$ cat config.mk
export PLATFORM = sky130hd
export DESIGN_NAME = phy_cr_init_seq
export DESIGN_NICKNAME = d
export VERILOG_FILES = /design/src/rtl/phy_cr_pkg.sv /design/src/rtl/phy_cr_poll_timer.sv /design/src/rtl/phy_cr_write_plan.sv /design/src/rtl/phy_cr_port_fanout.sv /design/src/rtl/phy_cr_init_seq.sv
export SDC_FILE = /design/constraint.sdc
export NUM_CORES = 1
export LEC_CHECK = 0
export ABC_AREA = 1
export BUFFER_PORTS_ARGS = -buffer_cell sky130_fd_sc_hd__buf_2
export CORE_MARGIN = 3
export CORE_UTILIZATION = 45
export DETAILED_ROUTE_END_ITERATION = 8
export PLACE_DENSITY_LB_ADDON = 0.2
export SLEW_MARGIN = 5
export SYNTH_ARGS = -nofsm -noshare
export SYNTH_HDL_FRONTEND = slang
export SYNTH_HIERARCHICAL = 1
export SYNTH_SLANG_ARGS = --single-unit
$ cat constraint.sdc
create_clock -name clk_i -period 3.07 [get_ports clk_i]
set_clock_uncertainty 0.2 [all_clocks]
set_input_delay 0.307 -clock clk_i [delete_from_list [all_inputs] [get_ports clk_i]]
set_output_delay 0.307 -clock clk_i [all_outputs]
set_load 0.1 [all_outputs]
$ cat src/rtl/phy_cr_pkg.sv
package phy_cr_pkg;

  typedef enum logic [2:0] {
    ST_IDLE,
    ST_SETTLE,
    ST_SETUP,
    ST_ACK_HI,
    ST_ACK_LO
  } seq_state_e;

  // receiver override bit positions
  localparam int unsigned BIT_CDR_TRACK = 0;
  localparam int unsigned BIT_LOS_LEVEL = 5;
  localparam int unsigned BIT_TERM_ON   = 9;
  localparam int unsigned BIT_TERM_AC   = 10;
  localparam int unsigned BIT_PHY_ON    = 11;

  function automatic logic [31:0] rx_ovrd_word();
    logic [31:0] w;
    w = '0;
    w[BIT_CDR_TRACK] = 1'b1;
    w[BIT_LOS_LEVEL] = 1'b1;
    w[BIT_TERM_ON]   = 1'b1;
    w[BIT_TERM_AC]   = 1'b1;
    w[BIT_PHY_ON]    = 1'b1;
    return w;
  endfunction

endpackage

$ cat src/rtl/phy_cr_poll_timer.sv
module phy_cr_poll_timer #(
  parameter int unsigned POLL_CYC      = 500,
  parameter int unsigned TIMEOUT_POLLS = 500
) (
  input  logic clk_i,
  input  logic rst_ni,
  input  logic restart_i,
  input  logic run_i,
  output logic tick_o,
  output logic last_o
);
  localparam int unsigned POLL_W = $clog2(POLL_CYC + 1);
  localparam int unsigned TRY_W  = $clog2(TIMEOUT_POLLS + 1);
  localparam logic [POLL_W-1:0] POLL_END = POLL_W'(POLL_CYC - 1);
  localparam logic [TRY_W-1:0]  TRY_END  = TRY_W'(TIMEOUT_POLLS - 1);

  logic [POLL_W-1:0] poll_q;
  logic [TRY_W-1:0]  try_q;

  assign tick_o = run_i && (poll_q == POLL_END);
  assign last_o = (try_q == TRY_END);

  always_ff @(posedge clk_i or negedge rst_ni) begin
    if (!rst_ni) begin
      poll_q <= '0;
      try_q  <= '0;
    end else if (restart_i) begin
      poll_q <= '0;
      try_q  <= '0;
    end else if (run_i) begin
      if (poll_q == POLL_END) begin
        poll_q <= '0;
        if (try_q != TRY_END) try_q <= try_q + 1'b1;
      end else begin
        poll_q <= poll_q + 1'b1;
      end
    end
  end
endmodule

$ cat src/rtl/phy_cr_write_plan.sv
module phy_cr_write_plan #(
  parameter int unsigned NUM_LANE    = 4,
  parameter int unsigned ADDR_W      = 16,
  parameter int unsigned DATA_W      = 16,
  parameter int unsigned IDX_W       = 3,
  parameter int unsigned PHY_W       = 1,
  parameter int unsigned ADDR_BASE   = 32'h1008,
  parameter int unsigned LANE_STRIDE = 32'h100
) (
  input  logic [IDX_W-1:0]  idx_i,
  output logic [PHY_W-1:0]  phy_o,
  output logic [ADDR_W-1:0] addr_o,
  output logic [DATA_W-1:0] data_o
);
  localparam logic [31:0] WORD = phy_cr_pkg::rx_ovrd_word();

  logic [31:0] lane_num;
  logic [31:0] addr_full;

  always_comb begin
    lane_num  = 32'(idx_i) % NUM_LANE;
    addr_full = ADDR_BASE + LANE_STRIDE * lane_num;
    phy_o     = PHY_W'(32'(idx_i) / NUM_LANE);
    addr_o    = addr_full[ADDR_W-1:0];
    data_o    = WORD[DATA_W-1:0];
  end
endmodule

$ cat src/rtl/phy_cr_port_fanout.sv
module phy_cr_port_fanout #(
  parameter int unsigned NUM_PHY = 2,
  parameter int unsigned ADDR_W  = 16,
  parameter int unsigned DATA_W  = 16,
  parameter int unsigned PHY_W   = 1
) (
  input  logic                        bus_valid_i,
  input  logic [PHY_W-1:0]            phy_i,
  input  logic [ADDR_W-1:0]           addr_i,
  input  logic [DATA_W-1:0]           data_i,
  input  logic                        wen_i,
  input  logic [NUM_PHY-1:0]          sel_i,
  input  logic [NUM_PHY-1:0]          ack_i,
  output logic [NUM_PHY-1:0]          sel_o,
  output logic [NUM_PHY*ADDR_W-1:0]   addr_o,
  output logic [NUM_PHY*DATA_W-1:0]   data_o,
  output logic [NUM_PHY-1:0]          wen_o,
  output logic                        ack_o
);
  assign sel_o = sel_i;

  for (genvar p = 0; p < NUM_PHY; p++) begin : g_port
    logic hit;
    assign hit = bus_valid_i && (phy_i == PHY_W'(p));
    assign addr_o[p*ADDR_W +: ADDR_W] = hit ? addr_i : '0;
    assign data_o[p*DATA_W +: DATA_W] = hit ? data_i : '0;
    assign wen_o[p] = hit && wen_i;
  end

  always_comb begin
    ack_o = 1'b0;
    for (int p = 0; p < NUM_PHY; p++) begin
      if (phy_i == PHY_W'(p)) ack_o = ack_i[p];
    end
  end
endmodule

$ cat src/rtl/phy_cr_init_seq.sv
module phy_cr_init_seq #(
  parameter int unsigned NUM_PHY       = 2,
  parameter int unsigned NUM_LANE      = 4,
  parameter int unsigned ADDR_W        = 16,
  parameter int unsigned DATA_W        = 16,
  parameter int unsigned ADDR_BASE     = 32'h1008,
  parameter int unsigned LANE_STRIDE   = 32'h100,
  parameter int unsigned SETTLE_CYC    = 10,
  parameter int unsigned POLL_CYC      = 500,
  parameter int unsigned TIMEOUT_POLLS = 500
) (
  input  logic                      clk_i,
  input  logic                      rst_ni,
  input  logic                      start_i,
  output logic                      busy_o,
  output logic                      done_o,
  output logic                      timeout_o,
  output logic [NUM_PHY-1:0]        cr_sel_o,
  output logic [NUM_PHY*ADDR_W-1:0] cr_addr_o,
  output logic [NUM_PHY*DATA_W-1:0] cr_wdata_o,
  output logic [NUM_PHY-1:0]        cr_wen_o,
  input  logic [NUM_PHY-1:0]        cr_ack_i
);
  import phy_cr_pkg::*;

  localparam int unsigned NUM_WR = NUM_PHY * NUM_LANE;
  localparam int unsigned IDX_W  = (NUM_WR > 1) ? $clog2(NUM_WR) : 1;
  localparam int unsigned PHY_W  = (NUM_PHY > 1) ? $clog2(NUM_PHY) : 1;
  localparam int unsigned SET_W  = $clog2(SETTLE_CYC + 1);
  localparam logic [IDX_W-1:0] LAST_IDX   = IDX_W'(NUM_WR - 1);
  localparam logic [SET_W-1:0] SETTLE_END = SET_W'(SETTLE_CYC - 1);

  seq_state_e        state_q;
  logic [IDX_W-1:0]  idx_q;
  logic [SET_W-1:0]  settle_q;
  logic [NUM_PHY-1:0] sel_q;
  logic              wen_q, done_q, tmo_q;

  logic              tick, last, restart, run;
  logic              ack_act, bus_valid;
  logic [PHY_W-1:0]  act_phy;
  logic [ADDR_W-1:0] act_addr;
  logic [DATA_W-1:0] act_data;
  logic              hi_exit, hi_tmo, lo_exit, lo_tmo;

  always_comb begin
    hi_exit   = tick && (ack_act || last);
    hi_tmo    = tick && !ack_act && last;
    lo_exit   = tick && (!ack_act || last);
    lo_tmo    = tick && ack_act && last;
    run       = (state_q == ST_ACK_HI) || (state_q == ST_ACK_LO);
    restart   = (state_q == ST_SETUP) || ((state_q == ST_ACK_HI) && hi_exit);
    bus_valid = (state_q == ST_SETUP) || run;
  end

  phy_cr_poll_timer #(
    .POLL_CYC      (POLL_CYC),
    .TIMEOUT_POLLS (TIMEOUT_POLLS)
  ) u_timer (
    .clk_i     (clk_i),
    .rst_ni    (rst_ni),
    .restart_i (restart),
    .run_i     (run),
    .tick_o    (tick),
    .last_o    (last)
  );

  phy_cr_write_plan #(
    .NUM_LANE    (NUM_LANE),
    .ADDR_W      (ADDR_W),
    .DATA_W      (DATA_W),
    .IDX_W       (IDX_W),
    .PHY_W       (PHY_W),
    .ADDR_BASE   (ADDR_BASE),
    .LANE_STRIDE (LANE_STRIDE)
  ) u_plan (
    .idx_i  (idx_q),
    .phy_o  (act_phy),
    .addr_o (act_addr),
    .data_o (act_data)
  );

  phy_cr_port_fanout #(
    .NUM_PHY (NUM_PHY),
    .ADDR_W  (ADDR_W),
    .DATA_W  (DATA_W),
    .PHY_W   (PHY_W)
  ) u_fanout (
    .bus_valid_i (bus_valid),
    .phy_i       (act_phy),
    .addr_i      (act_addr),
    .data_i      (act_data),
    .wen_i       (wen_q),
    .sel_i       (sel_q),
    .ack_i       (cr_ack_i),
    .sel_o       (cr_sel_o),
    .addr_o      (cr_addr_o),
    .data_o      (cr_wdata_o),
    .wen_o       (cr_wen_o),
    .ack_o       (ack_act)
  );

  always_ff @(posedge clk_i or negedge rst_ni) begin
    if (!rst_ni) begin
      state_q  <= ST_IDLE;
      idx_q    <= '0;
      settle_q <= '0;
      sel_q    <= '0;
      wen_q    <= 1'b0;
      done_q   <= 1'b0;
      tmo_q    <= 1'b0;
    end else begin
      done_q <= 1'b0;
      unique case (state_q)
        ST_IDLE: begin
          if (start_i) begin
            state_q  <= ST_SETTLE;
            sel_q    <= '1;
            tmo_q    <= 1'b0;
            settle_q <= '0;
            idx_q    <= '0;
          end
        end
        ST_SETTLE: begin
          if (settle_q == SETTLE_END) state_q <= ST_SETUP;
          else                        settle_q <= settle_q + 1'b1;
        end
        ST_SETUP: begin
          state_q <= ST_ACK_HI;
          wen_q   <= 1'b1;
        end
        ST_ACK_HI: begin
          if (hi_exit) begin
            wen_q   <= 1'b0;
            state_q <= ST_ACK_LO;
          end
          if (hi_tmo) tmo_q <= 1'b1;
        end
        ST_ACK_LO: begin
          if (lo_exit) begin
            if (idx_q == LAST_IDX) begin
              state_q <= ST_IDLE;
              done_q  <= 1'b1;
            end else begin
              idx_q   <= idx_q + 1'b1;
              state_q <= ST_SETUP;
            end
          end
          if (lo_tmo) tmo_q <= 1'b1;
        end
        default: state_q <= ST_IDLE;
      endcase
    end
  end

  assign busy_o    = (state_q != ST_IDLE);
  assign done_o    = done_q;
  assign timeout_o = tmo_q;
endmodule

Word level (Yosys, flattened, before mapping):

Index checks and enable logic that the tools add are counted.

* add/sub/neg operators: 5
* equal/unequal tests: 17
* muxes and demuxes: 34
* bitwise gates (word level): 1
* reduce and logical (&&, ||, !) cells: 34

Operators with widths (number)
* two-way mux 9 bit: 7
* two-way mux 14 bit: 2
* two-way mux 12 bit: 2
* two-way mux 3 bit: 7
* adder 9 x 1 -> 9 bit (second input constant): 2
* equality test 9 bit (second input constant): 2
* != test 2 bit (second input constant): 8
* one-hot mux 3 bit (5 select lines): 1
* adder 13 x 10 -> 14 bit (first input constant): 1
* logical AND 1 bit: 12
* AND reduction 4 bit: 3
* nonzero test 2 bit: 6
* != test 9 bit (second input constant): 1
* two-way mux 1 bit: 8
* two-way mux 4 bit: 2
* one-hot mux 4 bit (2 select lines): 1
* equality test 3 x 2 -> 1 bit (second input constant): 2
* equality test 3 bit (second input constant): 2
* one-hot mux 3 bit (2 select lines): 1
* AND reduction 3 bit: 2
* nonzero test 3 bit: 2
* logical OR 1 bit: 5
* adder 4 x 1 -> 4 bit (second input constant): 1
* equality test 4 bit (second input constant): 1
* 9 further kinds: 10

* flip-flop bits (word level): 32
* input bits: 5
* word-level logic and storage cells: 100

Logic depth before layout (Yosys ltp):

Gate-level depths: netlist of the first run.

* depth in word-level cells: 8
* gate-level depth with buffers: 16
* gate-level depth less buffers: 15

Modules after synthesis:

Netlist of the first run, hierarchy kept.

Modules (own cells, without submodules)
* phy_cr_poll_timer: instances 1, cells each 149, area an instance 1131.1 µm²
* phy_cr_init_seq: instances 1, cells each 116, area an instance 873.3 µm²
* phy_cr_port_fanout: instances 1, cells each 113, area an instance 495.5 µm²
* phy_cr_write_plan: instances 1, cells each 35, area an instance 255.2 µm²

Worst setup path after synthesis of the first run:

OpenSTA, ideal clock, no wires.

* path kind: register -> output
* from: register state_q[0]
* to: output cr_addr_o[25]
* data arrival time: 2.428 ns
* data required time: 2.563 ns
* slack: 0.135 ns
* cell stages (with the launch flop): 7
* path buffers: 1
* cells stage by stage: dfrtp_1 -> nor2_2 -> nand2_1 -> o21ai_0 -> nand2_2 -> buf_6 -> nor2_1

* longest elaborated chain between the ends: 5
* elaborated cells between the ends (all ways): 7
* those cells by class: 3 x eq/ne; 1 x mux; 3 x reduce/logical

RTL lines
* start: declaration: line phy_cr_init_seq.sv:33 `seq_state_e state_q;`
* start signal: assignment: line phy_cr_init_seq.sv:105 `state_q <= ST_IDLE;`
* start signal: assignment: line phy_cr_init_seq.sv:117 `state_q <= ST_SETTLE;`
* start signal: assignment: line phy_cr_init_seq.sv:125 `if (settle_q == SETTLE_END) state_q <= ST_SETUP;`
* equality test 3 x 2 -> 1 bit / equality test 3 bit (equally long branches): line phy_cr_init_seq.sv:51 `run = (state_q == ST_ACK_HI) || (state_q == ST_ACK_LO);`
* logical OR 1 bit: line phy_cr_init_seq.sv:51
* logical OR 1 bit *: line phy_cr_init_seq.sv:53 `bus_valid = (state_q == ST_SETUP) || run;`
* named net bus_valid: line phy_cr_init_seq.sv:40 `logic ack_act, bus_valid;`
* logical AND 1 bit *: line phy_cr_port_fanout.sv:24 `assign hit = bus_valid_i && (phy_i == PHY_W'(p));`
* two-way mux 14 bit *: line phy_cr_port_fanout.sv:25 `assign addr_o[p*ADDR_W +: ADDR_W] = hit ? addr_i : '0;`
* end: declaration: line phy_cr_init_seq.sv:19 `output logic [NUM_PHY*ADDR_W-1:0] cr_addr_o,`

The timed path passes the listed nets; every way through them passes the cells marked *.

Worst setup path in the final report of the first run:

* from: register state_q[0]
* to: output cr_wdata_o[9]

* longest elaborated chain between the ends: 5
* elaborated cells between the ends (all ways): 7
* those cells by class: 3 x eq/ne; 1 x mux; 3 x reduce/logical

RTL lines
* equality test 3 x 2 -> 1 bit / equality test 3 bit (equally long branches): line phy_cr_init_seq.sv:51
* logical OR 1 bit: line phy_cr_init_seq.sv:51
* logical OR 1 bit *: line phy_cr_init_seq.sv:53
* named net bus_valid: line phy_cr_init_seq.sv:40
* logical AND 1 bit *: line phy_cr_port_fanout.sv:24
* two-way mux 12 bit *: line phy_cr_port_fanout.sv:26 `assign data_o[p*DATA_W +: DATA_W] = hit ? data_i : '0;`
* end: declaration: line phy_cr_init_seq.sv:20 `output logic [NUM_PHY*DATA_W-1:0] cr_wdata_o,`

Marked as above.

==> results.json, run 1 <==
{
  "synthSimpleGateAreaFrac_pct": 40.4,
  "ioPinCount": 76,
  "synthFlopType": "dfrtp_1",
  "power.leakage_nw": 1.53,
  "finalMaxSlewViolations": 38,
  "finalHoldViolCount": 0,
  "clk-insertion-delay-late_ps": 280,
  "worstMarginPinSlew_ps": 1750,
  "cts_sinks": 32,
  "drv_cap": 0,
  "cts_setup_buffers": 0,
  "vias": 2362,
  "drt-initial-drc-count": 135,
  "syn_inst": 413,
  "synth_top_area_share_pct": 29.1,
  "setup_viol": 0,
  "totalWireLength_um": 5390,
  "portBuffers": 29,
  "crit_type": "reg -> out",
  "dp_hpwl_um": 4010,
  "synth_edf_count": 0,
  "grt_max_degree": 34,
  "yosys.area_share.xor_xnor_pct": 1.91,
  "nFillCells": 581,
  "crit_fanout": 33,
  "synth_cell_type_count": 31,
  "dieArea_um2": 7100,
  "antenna_left": 0,
  "yosysWarnings": 6,
  "grt_pass1_vias": 2086,
  "cts_root_buffer": "clkbuf_8",
  "yosysMostFrequentCell": "nor2_1",
  "path_clk_slew_ps": 70,
  "yosys-top-cells-area": "dfrtp_1 (29%), nor2_1 (11%), nand2_1 (10%)",
  "initial_core_util_pct": 48.3,
  "design.core.area_um2": 5710,
  "diodes": 0,
  "relSlewSlack_pct": -17.2,
  "grt_pass1_wl_um": 9420,
  "muxShareOfSynthArea_pct": 0,
  "syn_area_per_cell_um2": 6.67,
  "ys_seq_area_share_pct": 29.1,
  "synth-seq-cells": 32,
  "nNetsFinal": 448,
  "ff2ff_setup_slack_ps": 330,
  "arrival_ps": 2240,
  "die_y_um": 84.2,
  "top_usage_layer": "met2",
  "firstDrtPassIters": 6,
  "start_kind": "flop",
  "grt_antenna_before_repair": 0,
  "failed_checks": "slew limit",
  "hp-class": "in -> reg",
  "regArea_um2": 801,
  "via_per_inst": 4.63,
  "synth_top_family_by_area": "simple AND/OR/NAND/NOR gates",
  "synth.cell_area_um2": 2760,
  "cts.path.max_buffers": 2,
  "finalCritPeriodShare_pct": 89.4,
  "multi_input_area_um2": 1470,
  "gr-usage-met1_pct": 20.0,
  "required_ps": 2560,
  "cts_buffers": 5,
  "drc": 0,
  "gr-usage-met3_pct": 3.24,
  "final_core_util_pct": 50.4,
  "grt_overflow_total": 0,
  "rsz0062_at_grt": "no",
  "synth_compound_area_share_pct": 3.86,
  "period_minus_slack_ps": 2740,
  "fp-row-count": 27,
  "async_flop_share_pct": 100,
  "synth_top_area_cell": "dfrtp_1",
  "end_kind": "output port",
  "gp_congestion": 0.884,
  "cts_tree": "yes",
  "h-tree-depth": 2,
  "status": "finished with violations",
  "drive_gt1_share_pct": 18.3,
  "gr-usage-met2_pct": 27.5,
  "ir_drop_mv": 0.187,
  "synthAdderAreaFrac_pct": 2.72,
  "p_per_area_nw_per_um2": 333,
  "area_delta_synth_final_pct": 4.41,
  "grt_usage_pct": 15.8,
  "ys_top_cells_by_count": "nor2_1 (81), nand2_1 (77), inv_1 (62), buf_4 (38), nand3_1 (35)",
  "chipWidth_um": 84.2,
  "tns_ps": 0,
  "max_freq_mhz": 364,
  "detail_route.wl_per_cell_um": 10.6
}
worst max-delay path, cell delays in order, from the launching register on:
cell	delay, ps
dfrtp_1	450
nor2_2	210
nand2_1	160
o21ai_0	240
nand2_4	290
nor2_1	160
buf_2	440
power by group:
group,internal [mW],total [mW],switching [mW]
sequential,0.422,0.422,0
combinational,0.0149,0.201,0.186
clock,0.179,0.336,0.157
total,0.615,0.958,0.343
layout make-up:
type / instances / area share, %
flip-flops and latches: 32 / 27.8
multi-input cells: 299 / 50.9
inverters: 67 / 8.96
well taps: 72 / 3.13
clock inverters: 2 / 0.348
clock buffers: 6 / 2.87
repair buffers: 32 / 5.92
metal layers:
metal / share of wire, % / up-vias
li1: - / 1237
met1: 44 / 1023
met2: 47 / 93
met3: 7.6 / 9
met4: 1.3 / 0
met5: 0 / -
cell usage in the layout, fill, tap and decap left out, types with 5 or more instances in the layout:
cell and n:
xor2_1 5, nand4_1 5, nand2_1 77, nor2_2 18
o21ai_0 7, dfrtp_1 32, conb_1 30, inv_1 62
ha_1 6, nand3_1 35, nand2_2 7, clkbuf_8 6
nor2_1 81, buf_2 29
state kept, by name, summed over array words and instances, names as in the netlist:
| name | flops |
|---|---|
| sel_q | 1 |
| idx_q | 3 |
| settle_q | 4 |
| wen_q | 1 |
| timeout_o | 1 |
| u_timer/try_q | 9 |
| u_timer/poll_q | 9 |
| state_q | 3 |
| done_o | 1 |
stage by stage:
stage | std cells | total power, mW | hold WS (ps) | setup slack (ps) | area, µm²
floorplan | 441 | 0.638 | -189 | 135 | 2860
global placement | 501 | 0.627 | 217 | 461 | 2770
detailed placement | 501 | 0.627 | 223 | 377 | 2770
CTS | 510 | 0.968 | 97.8 | 182 | 2870
global route | 510 | 1.00 | 115 | 78.4 | 2880
finish | 510 | 0.958 | 102 | 325 | 2880
cells by family after synthesis:
group / after synthesis
simple gates: 238
fa+ha+maj: 6
xor+xnor: 6
flops: 32
other cells: 2
buf+inv: 110
compound gates: 19
worst paths after layout:
kind	startpoint	end	cells after the start
worst max-delay path	state_q[0]$_DFFE_PN0P_	cr_wdata_o[9]	6
worst min-delay path	start_i	sel_q[0]$_DFFE_PN0P_	3
worst max register to register	state_q[0]$_DFFE_PN0P_	u_timer/poll_q[5]$_DFFE_PN0P_	14
worst min register to register	wen_q$_DFFE_PN0P_	wen_q$_DFFE_PN0P_	2
max in group asynchronous	rst_ni	idx_q[1]$_DFFE_PN0P_	2
min in group asynchronous	rst_ni	u_timer/poll_q[7]$_DFFE_PN0P_	2
timing repair:
action                                  in CTS  in global routing
endpoints found under the hold margin       32                  0
gates resized for setup                      0                  1
endpoints found under the setup margin       0                 10
hold buffers                                 1                  0
Power figures use the tool's default switching activity.
==> inputs of run 2 (changes only) <==
--- a/config.mk
+++ b/config.mk
@@ -5,11 +5,12 @@
 export SDC_FILE = /design/constraint.sdc
 export NUM_CORES = 1
 export LEC_CHECK = 0
-export ABC_AREA = 1
 export BUFFER_PORTS_ARGS = -buffer_cell sky130_fd_sc_hd__buf_2
+export CAP_MARGIN = 25
 export CORE_MARGIN = 3
 export CORE_UTILIZATION = 45
 export DETAILED_ROUTE_END_ITERATION = 8
+export GPL_TIMING_DRIVEN = 0
 export PLACE_DENSITY_LB_ADDON = 0.2
 export SLEW_MARGIN = 5
 export SYNTH_ARGS = -nofsm -noshare
==> results.json, run 2 <==
{
  "setup_slack_ps": 271,
  "cts.path.max_buffers": 2,
  "synth_cell_type_count": 51,
  "yosysWarnings": 6,
  "die_y_um": 83.0,
  "tns_ps": 0,
  "totalWireLength_um": 5560,
  "ir_drop_mv": 0.262,
  "max_stage_delay_ps": 380,
  "cts_sinks": 32,
  "syn_inst": 296,
  "ff2ff_setup_slack_ps": 270,
  "status": "completed",
  "design.core.area_um2": 5610,
  "rsz0062_at_grt": "no",
  "grt_pass1_wl_um": 9670,
  "grt_pass1_vias": 2066,
  "ys_top_cells_by_count": "buf_4 (40), and3_1 (34), and3b_1 (33), dfrtp_1 (32), nor2_1 (18)",
  "start_kind": "flop",
  "setup_viol": 0,
  "synth_top_family_by_area": "simple AND/OR/NAND/NOR gates",
  "area_delta_synth_final_pct": 18.0,
  "synth_edf_count": 0,
  "synthSimpleGateAreaFrac_pct": 36.7,
  "drc": 0,
  "hp-class": "in -> reg",
  "final_cell_mix": "buf_4 (41), buf_2 (35), and3_1 (34)",
  "fp-row-count": 27,
  "grt_max_degree": 33,
  "h-tree-depth": 2,
  "nFillCells": 520,
  "pre_cts_ws_ps": -446,
  "fin_total_pwr_uw": 991,
  "cts_buffers": 5,
  "dp_hpwl_um": 4240,
  "period_minus_slack_ps": 2800,
  "yosys-top-cells-area": "dfrtp_1 (30%), buf_4 (11%), and3b_1 (11%)",
  "muxShareOfSynthArea_pct": 3.00,
  "top_regs": "u_timer/poll_q: 9 flops, u_timer/try_q: 9 flops, settle_q: 4 flops",
  "diodes": 0,
  "grt_usage_pct": 16.5,
  "initial_core_util_pct": 47.6,
  "grt_antenna_before_repair": 0,
  "power.leakage_nw": 1.67,
  "relSlewSlack_pct": 34.3,
  "chipWidth_um": 83.0,
  "finalHoldViolCount": 0,
  "synth_compound_area_share_pct": 7.78,
  "p_per_area_nw_per_um2": 315,
  "synthFlopType": "dfrtp_1",
  "ioPinCount": 76,
  "grt_overflow_total": 0,
  "async_flop_share_pct": 100,
  "max_freq_mhz": 357,
  "drt-initial-drc-count": 84,
  "path_clk_slew_ps": 60,
  "detail_route.wl_per_cell_um": 12.8,
  "yosys.area_share.xor_xnor_pct": 3.28,
  "yosysMostFrequentCell": "buf_4",
  "slowest_stage": "dfrtp_1",
  "antenna_left": 0,
  "crit_type": "reg -> reg",
  "crit_fanout": 10,
  "synth_top_area_share_pct": 30.0,
  "drv_cap": 0,
  "cp.buffers_inverters": 5,
  "regArea_um2": 801,
  "layout_commonest_cell": "buf_4",
  "path_cells": "buf_2 -> nor2_4 -> nand2_2 -> nand2_1 -> buf_6 -> nand3_4 -> buf_6 -> inv_1 -> o21ai_2 -> a21oi_2 -> buf_4 -> o2111ai_1 -> nor2_1 -> xnor2_1 -> nor2_1",
  "cts_root_buffer": "clkbuf_8",
  "finalCritPeriodShare_pct": 91.2,
  "clk-insertion-delay-late_ps": 280,
  "synth_top_area_cell": "dfrtp_1",
  "via_per_inst": 5.11,
  "finalMaxSlewViolations": 0,
  "path_delay_family": "buffers and inverters",
  "end_kind": "flop",
  "synth-seq-cells": 32,
  "drive_gt1_share_pct": 30.3,
  "portBuffers": 29,
  "firstDrtPassIters": 4,
  "ys_seq_area_share_pct": 30.0,
  "synthAdderAreaFrac_pct": 2.81,
  "worstMarginPinSlew_ps": 989,
  "syn_area_per_cell_um2": 9.02,
  "synth.cell_area_um2": 2670,
  "vias": 2224,
  "multi_input_area_um2": 1570,
  "layoutNonFillerInstCount": 435,
  "dpl.cell_count": 425,
  "dieArea_um2": 6890,
  "gp_congestion": 0.782,
  "arrival_ps": 2760,
  "cts_tree": "yes",
  "required_ps": 3030,
  "nNetsFinal": 373
}
[run 2: cells by family (layout without fill, tap and decap cells)]
kind of cell / Yosys count / count (layout)
muxes: 7 / 7
DFF: 32 / 32
xor gates and xnor gates: 10 / 10
and+or+nand+nor: 147 / 147
AOI/OAI and AO/OA: 33 / 33
other: 2 / 30
buffers and inverters: 59 / 98
adders and majority gates: 6 / 6
[run 2: worst min-delay path: stages]
cell and delay (ps):
buf_2 80, mux2_4 180, nand2b_4 60, nand3_1 70
nor2_1 40
[run 2: timing repair]
action / in CTS / in global routing
hold buffers: 1 / 0
setup endpoints to repair: 17 / 17
buffers inserted: 1 / 0
hold endpoints to repair: 32 / 0
pin swaps: 1 / 2
resized for setup: 2 / 8
[run 2: power by group]
group,internal (mW),switching (mW)
sequential,0.422,0.000587
combinational,0.0441,0.190
clock,0.183,0.151
[run 2: cell type report]
cell class,count,area share [%]
Buffer,54,13.1
Clock buffer,8,2.86
Inverter,5,0.596
Multi-Input combinational cell,233,50.0
Sequential cell,32,25.4
Tap cell,72,2.86
Timing Repair Buffer,31,5.16
[run 2: layer usage]
metal	wire length (µm)	vias up	part of all wire, %	GRT usage (%)
met5	0	-	0	0
met4	70	0	1.3	4.90
met1	2560	1035	46	22.1
met2	2620	57	47	26.7
met3	311	7	5.6	3.67
li1	-	1125	-	-
[run 2: stage by stage]
stage               cell area [µm²]  util (%)  hold WS, ps
finish                         3150      56.2          296
global placement               3010      53.7          202
detailed placement             3010      53.7          202
CTS                            3120      55.7          274
global route                   3150      56.2          329
floorplan                      2780         -         -189
[run 2: final timing paths]
kind / startpoint / end / cells past startpoint
max reg2reg: state_q[0]$_DFFE_PN0P_ / u_timer/poll_q[8]$_DFFE_PN0P_ / 15
min: cr_ack_i[1] / done_o$_DFF_PN0_ / 5
min reg2reg: sel_q[0]$_DFFE_PN0P_ / sel_q[0]$_DFFE_PN0P_ / 1
min in group asynchronous: rst_ni / u_timer/try_q[7]$_DFFE_PN0P_ / 2
max: state_q[0]$_DFFE_PN0P_ / u_timer/poll_q[8]$_DFFE_PN0P_ / 15
max in group asynchronous: rst_ni / done_o$_DFF_PN0_ / 2
==> inputs of run 3 (changes only) <==
--- a/config.mk
+++ b/config.mk
@@ -7,13 +7,15 @@
 export LEC_CHECK = 0
 export BUFFER_PORTS_ARGS = -buffer_cell sky130_fd_sc_hd__buf_2
 export CAP_MARGIN = 25
+export CELL_PAD_IN_SITES_DETAIL_PLACEMENT = 1
+export CELL_PAD_IN_SITES_GLOBAL_PLACEMENT = 2
 export CORE_MARGIN = 3
-export CORE_UTILIZATION = 45
+export CORE_UTILIZATION = 31
 export DETAILED_ROUTE_END_ITERATION = 8
-export GPL_TIMING_DRIVEN = 0
 export PLACE_DENSITY_LB_ADDON = 0.2
 export SLEW_MARGIN = 5
 export SYNTH_ARGS = -nofsm -noshare
 export SYNTH_HDL_FRONTEND = slang
 export SYNTH_HIERARCHICAL = 1
 export SYNTH_SLANG_ARGS = --single-unit
+export TNS_END_PERCENT = 1
==> results.json, run 3 (synthesized netlist as in run 2, its figures left out) <==
{
  "status": "completed",
  "ioPinCount": 76,
  "grt_max_degree": 69,
  "chipWidth_um": 98.8,
  "diodes": 0,
  "drive_gt1_share_pct": 19.3,
  "portBuffers": 29,
  "firstDrtPassIters": 4,
  "initial_core_util_pct": 32.2,
  "grt_antenna_before_repair": 0,
  "vias": 2093,
  "regArea_um2": 801,
  "grt_pass1_vias": 2056,
  "fp-row-count": 33,
  "power.leakage_nw": 1.50,
  "multi_input_area_um2": 1550,
  "final_core_util_pct": 37.5,
  "dieArea_um2": 9760,
  "h-tree-depth": 2,
  "final_cell_mix": "and3_1 (34), and3b_1 (33), dfrtp_1 (32)",
  "period_minus_slack_ps": 2720,
  "tns_ps": 0,
  "nNetsFinal": 326,
  "clk-insertion-delay-late_ps": 290,
  "ir_drop_mv": 0.203,
  "top_regs": "u_timer/poll_q: 9 flops, u_timer/try_q: 9 flops, settle_q: 4 flops",
  "relSlewSlack_pct": 34.3,
  "dp_hpwl_um": 4470,
  "end_kind": "flop",
  "fin_total_pwr_uw": 994,
  "p_per_area_nw_per_um2": 319,
  "setup_viol": 0,
  "area_delta_synth_final_pct": 16.6,
  "grt_overflow_total": 0,
  "drc": 0,
  "finalCritPeriodShare_pct": 88.8,
  "hp-class": "reg -> reg",
  "drt-initial-drc-count": 72,
  "crit_type": "reg -> reg",
  "detail_route.wl_per_cell_um": 14.5,
  "pre_cts_ws_ps": 209,
  "gp_congestion": 0.762,
  "antenna_left": 0,
  "die_y_um": 98.8,
  "cts_sinks": 32,
  "cts_tree": "yes",
  "cts_root_buffer": "clkbuf_8",
  "setup_slack_ps": 345,
  "worstMarginPinSlew_ps": 989,
  "rsz0062_at_grt": "no",
  "via_per_inst": 4.97,
  "required_ps": 3040,
  "cts.path.max_buffers": 2,
  "grt_pass1_wl_um": 10500,
  "layout_commonest_cell": "and3_1",
  "cts_buffers": 5,
  "crit_fanout": 5,
  "finalMaxSlewViolations": 0,
  "totalWireLength_um": 6100,
  "drv_cap": 0,
  "design.core.area_um2": 8300,
  "start_kind": "flop",
  "arrival_ps": 2700,
  "max_freq_mhz": 367,
  "path_clk_slew_ps": 70,
  "nFillCells": 978,
  "cts_setup_buffers": 0,
  "finalHoldViolCount": 0,
  "whs_ps": 294,
  "grt_usage_pct": 13.0
}
## run 3: cell types whose count changed in the layout (fill, tap and decap cells not counted), moves of 7 or more
| cell | delta |
|---|---|
| buf_4 | -33 |
| buf_6 | -7 |
| buf_2 | -26 |
| buf_12 | +20 |
## run 3: worst paths after layout
path,startpoint,end,slack [ps],depth (start not counted)
worst min-delay path,sel_q[0]$_DFFE_PN0P_,sel_q[0]$_DFFE_PN0P_,290,1
max in group asynchronous,rst_ni,idx_q[1]$_DFFE_PN0P_,1780,2
worst min register to register,sel_q[0]$_DFFE_PN0P_,sel_q[0]$_DFFE_PN0P_,290,1
worst max-delay path,u_timer/poll_q[0]$_DFFE_PN0P_,u_timer/poll_q[7]$_DFFE_PN0P_,350,10
min in group asynchronous,rst_ni,sel_q[0]$_DFFE_PN0P_,410,2
worst max register to register,u_timer/poll_q[0]$_DFFE_PN0P_,u_timer/poll_q[7]$_DFFE_PN0P_,350,10
## run 3: metrics by stage
stage,cell area [µm²],cells
floorplan,2780,324
global placement,3000,412
detailed placement,3000,412
CTS,3100,421
global route,3110,421
finish,3110,421
## run 3: cell type report
type / count / area share (%)
clock inverter: 1 / 0.241
inverter: 5 / 0.603
timing repair buffer: 38 / 16.6
tap: 105 / 4.22
multi-input combinational: 233 / 49.9
sequential: 32 / 25.7
clock buffer: 7 / 2.77
## run 3: where the power goes
part	internal, mW	leakage, nW	switching [mW]	total [mW]
combinational	0.0368	1.06	0.189	0.225
sequential	0.422	0.399	0.000832	0.423
clock	0.182	0.0445	0.163	0.345
## run 3: worst max-delay path, stage by stage (launching register included)
cell,delay [ps]
dfrtp_1,410
ha_1,260
and4bb_2,320
nand3_4,80
inv_1,120
o21ai_0,240
a21oi_2,260
o2111ai_1,230
nor3_1,270
xnor2_1,150
nor2_1,50
## run 3: what timing repair did
action                                  4_1_cts  5_1_grt
hold endpoints to repair                     32        0
resized for setup                             0        3
endpoints found under the setup margin        0        6
hold buffers                                  1        0
## run 3: layer usage
metal	track usage (%)	share of wire (%)	up-vias
met5	0	0	-
met4	3.26	1.1	0
met3	3.04	5.7	6
met2	20.7	46	57
met1	17.9	47	1004
li1	-	-	1026
